<file path="src/rtl/npc_pkg.sv">
package npc_pkg;

  typedef enum logic [2:0] {
    CF_SEQ  = 3'd0,
    CF_BEQZ = 3'd1,
    CF_BNEZ = 3'd2,
    CF_JR   = 3'd3,
    CF_JALR = 3'd4,
    CF_HALT = 3'd5
  } ctrl_e;

endpackage

</file>
<file path="src/rtl/npc_target.sv">
module npc_target #(
  parameter int XLEN  = 32,
  parameter int IMM_W = 16
) (
  input  logic [XLEN-1:0]  pc,
  input  logic [XLEN-1:0]  rs1_val,
  input  logic [IMM_W-1:0] imm,
  output logic [XLEN-1:0]  seq_pc,
  output logic [XLEN-1:0]  br_pc,
  output logic             rs1_zero
);

  logic [XLEN-1:0] offset;

  // Wrapping add: the sum is truncated to XLEN bits.
  function automatic logic [XLEN-1:0] add_wrap(input logic [XLEN-1:0] a,
                                               input logic [XLEN-1:0] b);
    return a + b;
  endfunction

  generate
    if (IMM_W < XLEN) begin : g_extend
      assign offset = {{(XLEN-IMM_W){imm[IMM_W-1]}}, imm};
    end else begin : g_trunc
      assign offset = imm[XLEN-1:0];
    end
  endgenerate

  assign seq_pc   = add_wrap(pc, {{(XLEN-1){1'b0}}, 1'b1});
  assign br_pc    = add_wrap(seq_pc, offset);
  assign rs1_zero = (rs1_val == '0);

endmodule

</file>
<file path="src/rtl/npc_select.sv">
module npc_select
  import npc_pkg::*;
#(
  parameter int XLEN = 32
) (
  input  ctrl_e           ctrl,
  input  logic [XLEN-1:0] pc,
  input  logic [XLEN-1:0] seq_pc,
  input  logic [XLEN-1:0] br_pc,
  input  logic [XLEN-1:0] rs1_val,
  input  logic            rs1_zero,
  output logic [XLEN-1:0] target,
  output logic            taken,
  output logic            is_link,
  output logic            is_stop
);

  always_comb begin
    target  = seq_pc;
    taken   = 1'b0;
    is_link = 1'b0;
    is_stop = 1'b0;
    case (ctrl)
      CF_BEQZ: begin
        taken = rs1_zero;
        if (rs1_zero) target = br_pc;
      end
      CF_BNEZ: begin
        taken = !rs1_zero;
        if (!rs1_zero) target = br_pc;
      end
      CF_JR:   target = rs1_val;
      CF_JALR: begin
        target  = rs1_val;
        is_link = 1'b1;
      end
      CF_HALT: begin
        target  = pc;
        is_stop = 1'b1;
      end
      default: target = seq_pc;
    endcase
  end

endmodule

</file>
<file path="src/rtl/next_pc_unit.sv">
module next_pc_unit
  import npc_pkg::*;
#(
  parameter int XLEN     = 32,
  parameter int IMM_W    = 16,
  parameter int NUM_REGS = 32
) (
  input  logic                        clk,
  input  logic                        rst,
  input  logic                        step,
  input  logic [2:0]                  ctrl,
  input  logic [XLEN-1:0]             rs1_val,
  input  logic [IMM_W-1:0]            imm,
  output logic [XLEN-1:0]             pc_q,
  output logic [XLEN-1:0]             pc_next,
  output logic                        link_we,
  output logic [$clog2(NUM_REGS)-1:0] link_addr,
  output logic [XLEN-1:0]             link_data,
  output logic                        halted
);

  localparam int REG_AW   = $clog2(NUM_REGS);
  localparam int LINK_IDX = NUM_REGS - 1;

  logic [XLEN-1:0] seq_pc, br_pc, target;
  logic            rs1_zero, taken, is_link, is_stop;
  logic            advance;

  npc_target #(.XLEN(XLEN), .IMM_W(IMM_W)) u_target (
    .pc      (pc_q),
    .rs1_val (rs1_val),
    .imm     (imm),
    .seq_pc  (seq_pc),
    .br_pc   (br_pc),
    .rs1_zero(rs1_zero)
  );

  npc_select #(.XLEN(XLEN)) u_select (
    .ctrl    (ctrl_e'(ctrl)),
    .pc      (pc_q),
    .seq_pc  (seq_pc),
    .br_pc   (br_pc),
    .rs1_val (rs1_val),
    .rs1_zero(rs1_zero),
    .target  (target),
    .taken   (taken),
    .is_link (is_link),
    .is_stop (is_stop)
  );

  assign advance   = step && !halted;
  assign pc_next   = advance ? target : pc_q;
  assign link_we   = advance && is_link;
  assign link_addr = REG_AW'(LINK_IDX);
  assign link_data = seq_pc;

  always_ff @(posedge clk) begin
    if (rst) begin
      pc_q   <= '0;
      halted <= 1'b0;
    end else if (advance) begin
      pc_q <= target;
      if (is_stop) halted <= 1'b1;
    end
  end


  pc_follows_next_chk: assert property (@(posedge clk) disable iff (rst)
    !rst |=> pc_q == $past(pc_next));


  seq_advance_chk: assert property (@(posedge clk) disable iff (rst)
    (!rst && step && !halted && (ctrl == 3'd0)) |=> pc_q == $past(pc_q) + 1);


  branch_dest_chk: assert property (@(posedge clk) disable iff (rst)
    (!rst && advance && taken) |=> pc_q == $past(br_pc));


  link_jump_chk: assert property (@(posedge clk) disable iff (rst)
    (!rst && link_we) |=> (pc_q == $past(rs1_val)) && !halted);


  halt_entry_chk: assert property (@(posedge clk) disable iff (rst)
    (!rst && step && !halted && (ctrl == 3'd5)) |=> halted && $stable(pc_q));


  halt_freeze_chk: assert property (@(posedge clk) disable iff (rst)
    (!rst && halted) |=> halted && $stable(pc_q));


  halt_no_link_chk: assert property (@(posedge clk) disable iff (rst)
    halted |-> !link_we);

endmodule

</file>
<file path="config.mk">
export PLATFORM = sky130hd
export DESIGN_NAME = next_pc_unit
export DESIGN_NICKNAME = d
export VERILOG_FILES = /design/src/rtl/npc_pkg.sv /design/src/rtl/npc_target.sv /design/src/rtl/npc_select.sv /design/src/rtl/next_pc_unit.sv
export SDC_FILE = /design/constraint.sdc
export NUM_CORES = 1
export LEC_CHECK = 0
export ABC_AREA = 1
export BUFFER_PORTS_ARGS = -buffer_cell sky130_fd_sc_hd__buf_2
export CELL_PAD_IN_SITES_DETAIL_PLACEMENT = 1
export CELL_PAD_IN_SITES_GLOBAL_PLACEMENT = 1
export CORE_ASPECT_RATIO = 1.4
export CORE_UTILIZATION = 35
export CTS_CLUSTER_SIZE = 40
export DETAILED_ROUTE_END_ITERATION = 16
export PLACE_DENSITY_LB_ADDON = 0.15
export SYNTH_ARGS = -nofsm -noshare
export SYNTH_HDL_FRONTEND = slang
export SYNTH_SLANG_ARGS = --single-unit
</file>
<file path="constraint.sdc">
create_clock -name clk -period 3.65 [get_ports clk]
set_clock_uncertainty 0.05 [all_clocks]
set_input_delay 0.73 -clock clk [delete_from_list [all_inputs] [get_ports clk]]
set_output_delay 0.73 -clock clk [all_outputs]
set_load 0.02 [all_outputs]
</file>
==> flow_summary.json, run 1 <==
{
  "ys_ff_latch": 33,
  "synth_area_um2": 5600,
  "error": "[ERROR GRT-0232] Routing congestion too high. Check the congestion heatmap in the GUI.",
  "synth_flop_cell": "dfxtp_1",
  "start_util": 0.359,
  "die_x_um": 109,
  "clock_path_buffers": 2,
  "die_h_um": 152,
  "grt_max_degree": 37,
  "status": "stopped before the end",
  "synth_edf_count": 0,
  "overflow": 1213,
  "grt_usage": 0.940,
  "pin_count": 157,
  "portBuffers": 151,
  "async_reset_ff_frac": 0,
  "synth.yosys.warnings": 0,
  "outcome.stop_stage": "global routing",
  "synth_seq_area_share": 0.118,
  "hold_buffers": 0,
  "grt_repair_worst_endpoint": "pc_next[22]",
  "row_count": 54,
  "synth_cells": 1038,
  "place_hpwl_um": 25600,
  "cts_root_buf": "clkbuf_16",
  "worst-ep-kind": "output port",
  "gp_congestion": 0.974,
  "synth.avg_cell_area_um2": 5.39,
  "numCtsBuffers": 5,
  "h-tree-depth": 2,
  "cts_sinks": 33,
  "synth.distinct_cells": 46
}
-- Yosys cell counts (2+ instances only) --
library cell | count | share of area
a22oi_1 | 23 | 0.031
clkbuf_1 | 10 | 0.0067
nor2_1 | 136 | 0.091
ha_1 | 38 | 0.085
a21oi_1 | 65 | 0.058
o22ai_1 | 6 | 0.0067
inv_1 | 163 | 0.11
nor3_1 | 20 | 0.018
dfxtp_1 | 33 | 0.12
buf_4 | 7 | 0.0094
nand2_1 | 316 | 0.21
nand4_1 | 8 | 0.0089
inv_2 | 10 | 0.0067
nand3b_1 | 6 | 0.0080
nand3_1 | 81 | 0.072
or2_2 | 2 | 0.0022
nor2_2 | 6 | 0.0067
o21ai_2 | 3 | 0.0047
o21bai_1 | 4 | 0.0054
o21ai_1 | 12 | 0.011
nand2_2 | 6 | 0.0067
o21ai_0 | 24 | 0.021
xnor2_1 | 9 | 0.014
nand3_2 | 4 | 0.0072
nor2_4 | 3 | 0.0060
xor2_1 | 17 | 0.027
buf_6 | 3 | 0.0060
buf_2 | 5 | 0.0045
-- logic make-up after synthesis --
logic type      count (synthesis)  share of synthesized area
compound gates                142                      0.147
fa+ha+maj                      39                     0.0886
flops                          33                      0.118
xor+xnor                       28                     0.0465
other cells                     1                   0.000670
simple gates                  596                      0.456
buf+inv                       199                      0.143
-- metrics by stage --
step           area, um2  hold WS, ns  std cells  worst slack, ns  TNS (ns)
3_5_place_dp        8200        0.421       1582           -0.467     -8.28
3_3_place_gp        8200        0.412       1582           -0.552     -7.39
4_1_cts            10400        0.432       1649           -0.349     -7.13
2_1_floorplan       5660        0.498       1042           0.0377         0
-- repair_timing --
item | 4_1_cts
pin swaps | 115
resized for setup | 381
endpoints found under the setup margin | 26
setup buffers | 60
-- routing by layer --
layer  overflow  track usage
met3          6        0.630
met1         14        0.834
met4        248         1.12
met5          1        0.211
met2        944         1.28
==> run 2, diff against run 1 <==
Settings changed: CELL_PAD_IN_SITES_DETAIL_PLACEMENT 1 to not set, CELL_PAD_IN_SITES_GLOBAL_PLACEMENT 1 to not set, CORE_ASPECT_RATIO 1.4 to not set, CORE_UTILIZATION 35 to 40, CTS_CLUSTER_SIZE 40 to not set.
==> flow_summary.json, run 2 <==
{
  "status": "complete, but fails checks",
  "violations": "setup timing",
  "via_count": 8498,
  "synth_area_leader_cell": "nand2_1",
  "p_leak_nw": 5.29,
  "critPathLaunch": "pc_q[1]$_SDFF_PP0_",
  "fillers": 1063,
  "endpoint_kind": "output pin",
  "intPower_mw": 1.43,
  "portBuffers": 151,
  "pre_cts_slack_ns": -0.260,
  "async_reset_ff_frac": 0,
  "drc_errors": 0,
  "drive_above_1_share": 0.524,
  "antenna_found_initial": 1,
  "switchingPower_mw": 1.27,
  "synth.distinct_cells": 46,
  "slew_headroom": 0.525,
  "routed_via_density": 5.41,
  "synthMuxAreaShare": 0,
  "p_comb_frac": 0.683,
  "synth_area_leaders": "nand2_1 (21%), dfxtp_1 (12%), inv_1 (11%)",
  "r2r-start": "pc_q[1]$_SDFF_PP0_",
  "tightestPinTransition_ns": 0.711,
  "synth.avg_cell_area_um2": 5.39,
  "synth_edf_count": 0,
  "min_from": "halted$_SDFFE_PP0P_",
  "multi_input_area_um2": 5820,
  "wl_met3_um": 2630,
  "layout_common_cells": "nand2_1 (232), buf_4 (211), inv_1 (136)",
  "place_hpwl_um": 20600,
  "synth.most_common_cell": "nand2_1",
  "synth-simple-area-share": 0.456,
  "synth_cells": 1038,
  "area_growth_pct": 80.8,
  "synth_top_family_by_area": "simple AND/OR/NAND/NOR gates",
  "layout_commonest_cell": "nand2_1",
  "critPathMaxFanout": 5,
  "avgRoutedWirePerCell_um": 18.3,
  "num-nets-final": 1487,
  "drt-pass1-iter-count": 5,
  "clock_path_buffers": 2,
  "slew_violations": 0,
  "critPathMaxStageDelay_ns": 0.40,
  "cts_tree": "yes",
  "switching_share": 0.472,
  "synth_area_um2": 5600,
  "worst-path-buf-inv": 4,
  "peakVddDrop_uv": 407,
  "clockPowerShare": 0.153,
  "crit_type": "flip-flop to output pin",
  "setup_ws_ns": -0.361,
  "die_h_um": 120,
  "seqPwrFrac": 0.164,
  "synth_seq_area_share": 0.118,
  "top_regs": "pc_q (32), halted (1)",
  "largest_register_ffs": 32,
  "ys_ff_latch": 33,
  "required_ns": 2.87,
  "cp_slowest_cell": "dfxtp_4",
  "first_global_vias": 7457,
  "synth_flop_cell": "dfxtp_1",
  "dr_wl_met2_um": 13200,
  "grt_max_degree": 37,
  "cp.arrival_ns": 3.23,
  "synth_compound_area_frac": 0.147,
  "cts_sinks": 33,
  "crit_family": "simple AND/OR/NAND/NOR gates",
  "die_x_um": 120,
  "wirelength_um": 28700,
  "coreArea_um2": 13500,
  "clkLatencyLatePin_ns": 0.28,
  "cellPowerDensity_nw_per_um2": 267,
  "h-tree-depth": 2,
  "met1_length_um": 12000,
  "worstPathCellList": "ha_4 > nand2_4 > inv_4 > buf_4 > nand2_4 > nor3_4 > xor2_2 > ha_4 > nand2_4 > buf_4 > nor2_2 > nand2_2 > nor2_2 > nand2_2 > nand3_1 > nand3_2 > nand2_1 > nand2_1 > nand2_1 > buf_6",
  "pin_count": 157,
  "die_area_um2": 14500,
  "grt_pass1_wl_um": 39500,
  "register_area_um2": 709,
  "period_share": 1.10,
  "rsz0062_at_grt": "yes",
  "min_period_ns": 4.01,
  "finalPower_mw": 2.70,
  "hold_class": "flip-flop to flip-flop",
  "cts_root_buf": "clkbuf_16",
  "max_freq_ghz": 0.249,
  "cts.clk_slew.worst_paths_ns": 0.05,
  "drtIter0Drc": 965,
  "hold_viol_final": 0,
  "yosys-top-cells-count": "nand2_1 (316), inv_1 (163), nor2_1 (136)",
  "numCtsBuffers": 5,
  "row_count": 42,
  "synth_xor_area_frac": 0.0465,
  "synth.yosys.warnings": 0,
  "start_util": 0.416,
  "synthAdderAreaFrac": 0.0886,
  "ant_nets": 0,
  "maxCapViolCount": 0,
  "synth_top_area_share": 0.212,
  "overflow": 0,
  "finalSetupViolations": 27,
  "start_kind": "flip-flop",
  "gp_congestion": 1.01,
  "grt_usage": 0.356,
  "top_layer": "met4",
  "largest-register": "pc_q"
}
-- run 2: cell counts after synthesis --
No cell type changed its count.
-- run 2: metal layers --
metal / vias to the layer above / track usage
li1: 3995 / -
met1: 3954 / 0.497
met4: 0 / 0.0949
met5: - / 0
met2: 474 / 0.574
met3: 75 / 0.0453
-- run 2: worst register-to-register path, delay by kind of cell (launching register included) --
family	cells	cell delay, ns
AND/OR/NAND/NOR	12	1.07
flip-flops	1	0.40
adder cells (fa/ha/maj)	2	0.42
buffers and inverters	11	1.33
AO/OA/AOI/OAI	2	0.26
XOR/XNOR	1	0.28
-- run 2: timing repair --
item / CTS / global route
setup buffers: 19 / 12
hold buffers: 0 / 0
endpoints found under the setup margin: 26 / 30
resized for setup: 239 / 216
pin swaps: 57 / 105
-- run 2: power by group through the flow --
| stage | Clock [mW] | Combinational (mW) | Sequential [mW] |
|---|---|---|---|
| floorplan | 0 | 0.696 | 0.481 |
| global placement | 0 | 1.33 | 0.435 |
| detailed placement | 0 | 1.34 | 0.438 |
| CTS | 0.417 | 1.55 | 0.436 |
| global route | 0.436 | 1.94 | 0.447 |
| finish | 0.413 | 1.85 | 0.443 |
-- run 2: stage by stage --
stage	instances	util	instance area [um2]	hold slack (ns)	TNS, ns
floorplan	1042	-	5660	0.498	0
global placement	1533	0.590	7940	0.412	-3.26
detailed placement	1533	0.590	7940	0.414	-4.34
CTS	1559	0.679	9130	0.428	-4.46
global route	1571	0.752	10100	0.454	-9.55
finish	1571	0.752	10100	0.426	-6.09
-- run 2: cells by family (layout without fill, tap and decap cells) --
family | Yosys count | count (layout)
compound gates | 142 | 142
xor+xnor | 28 | 28
fa+ha+maj | 39 | 39
buf+inv | 199 | 551
flops | 33 | 33
other cells | 1 | 6
simple gates | 596 | 596
-- run 2: area by class of cell --
cell class,count,area share
tap,176,0.0218
antenna,1,0.000247
multi-input combinational,810,0.575
timing repair buffer,371,0.254
sequential,33,0.0701
clock buffer,7,0.0141
inverter,173,0.0649
-- run 2: worst paths after layout --
path	slack (ns)	depth (start not counted)	to
worst min-delay path	0.43	2	halted$_SDFFE_PP0P_
worst max-delay path	-0.36	20	pc_next[27]
worst min register to register	0.43	2	halted$_SDFFE_PP0P_
worst max register to register	-0.22	28	pc_q[25]$_SDFF_PP0_
Power figures use the tool's default switching activity.
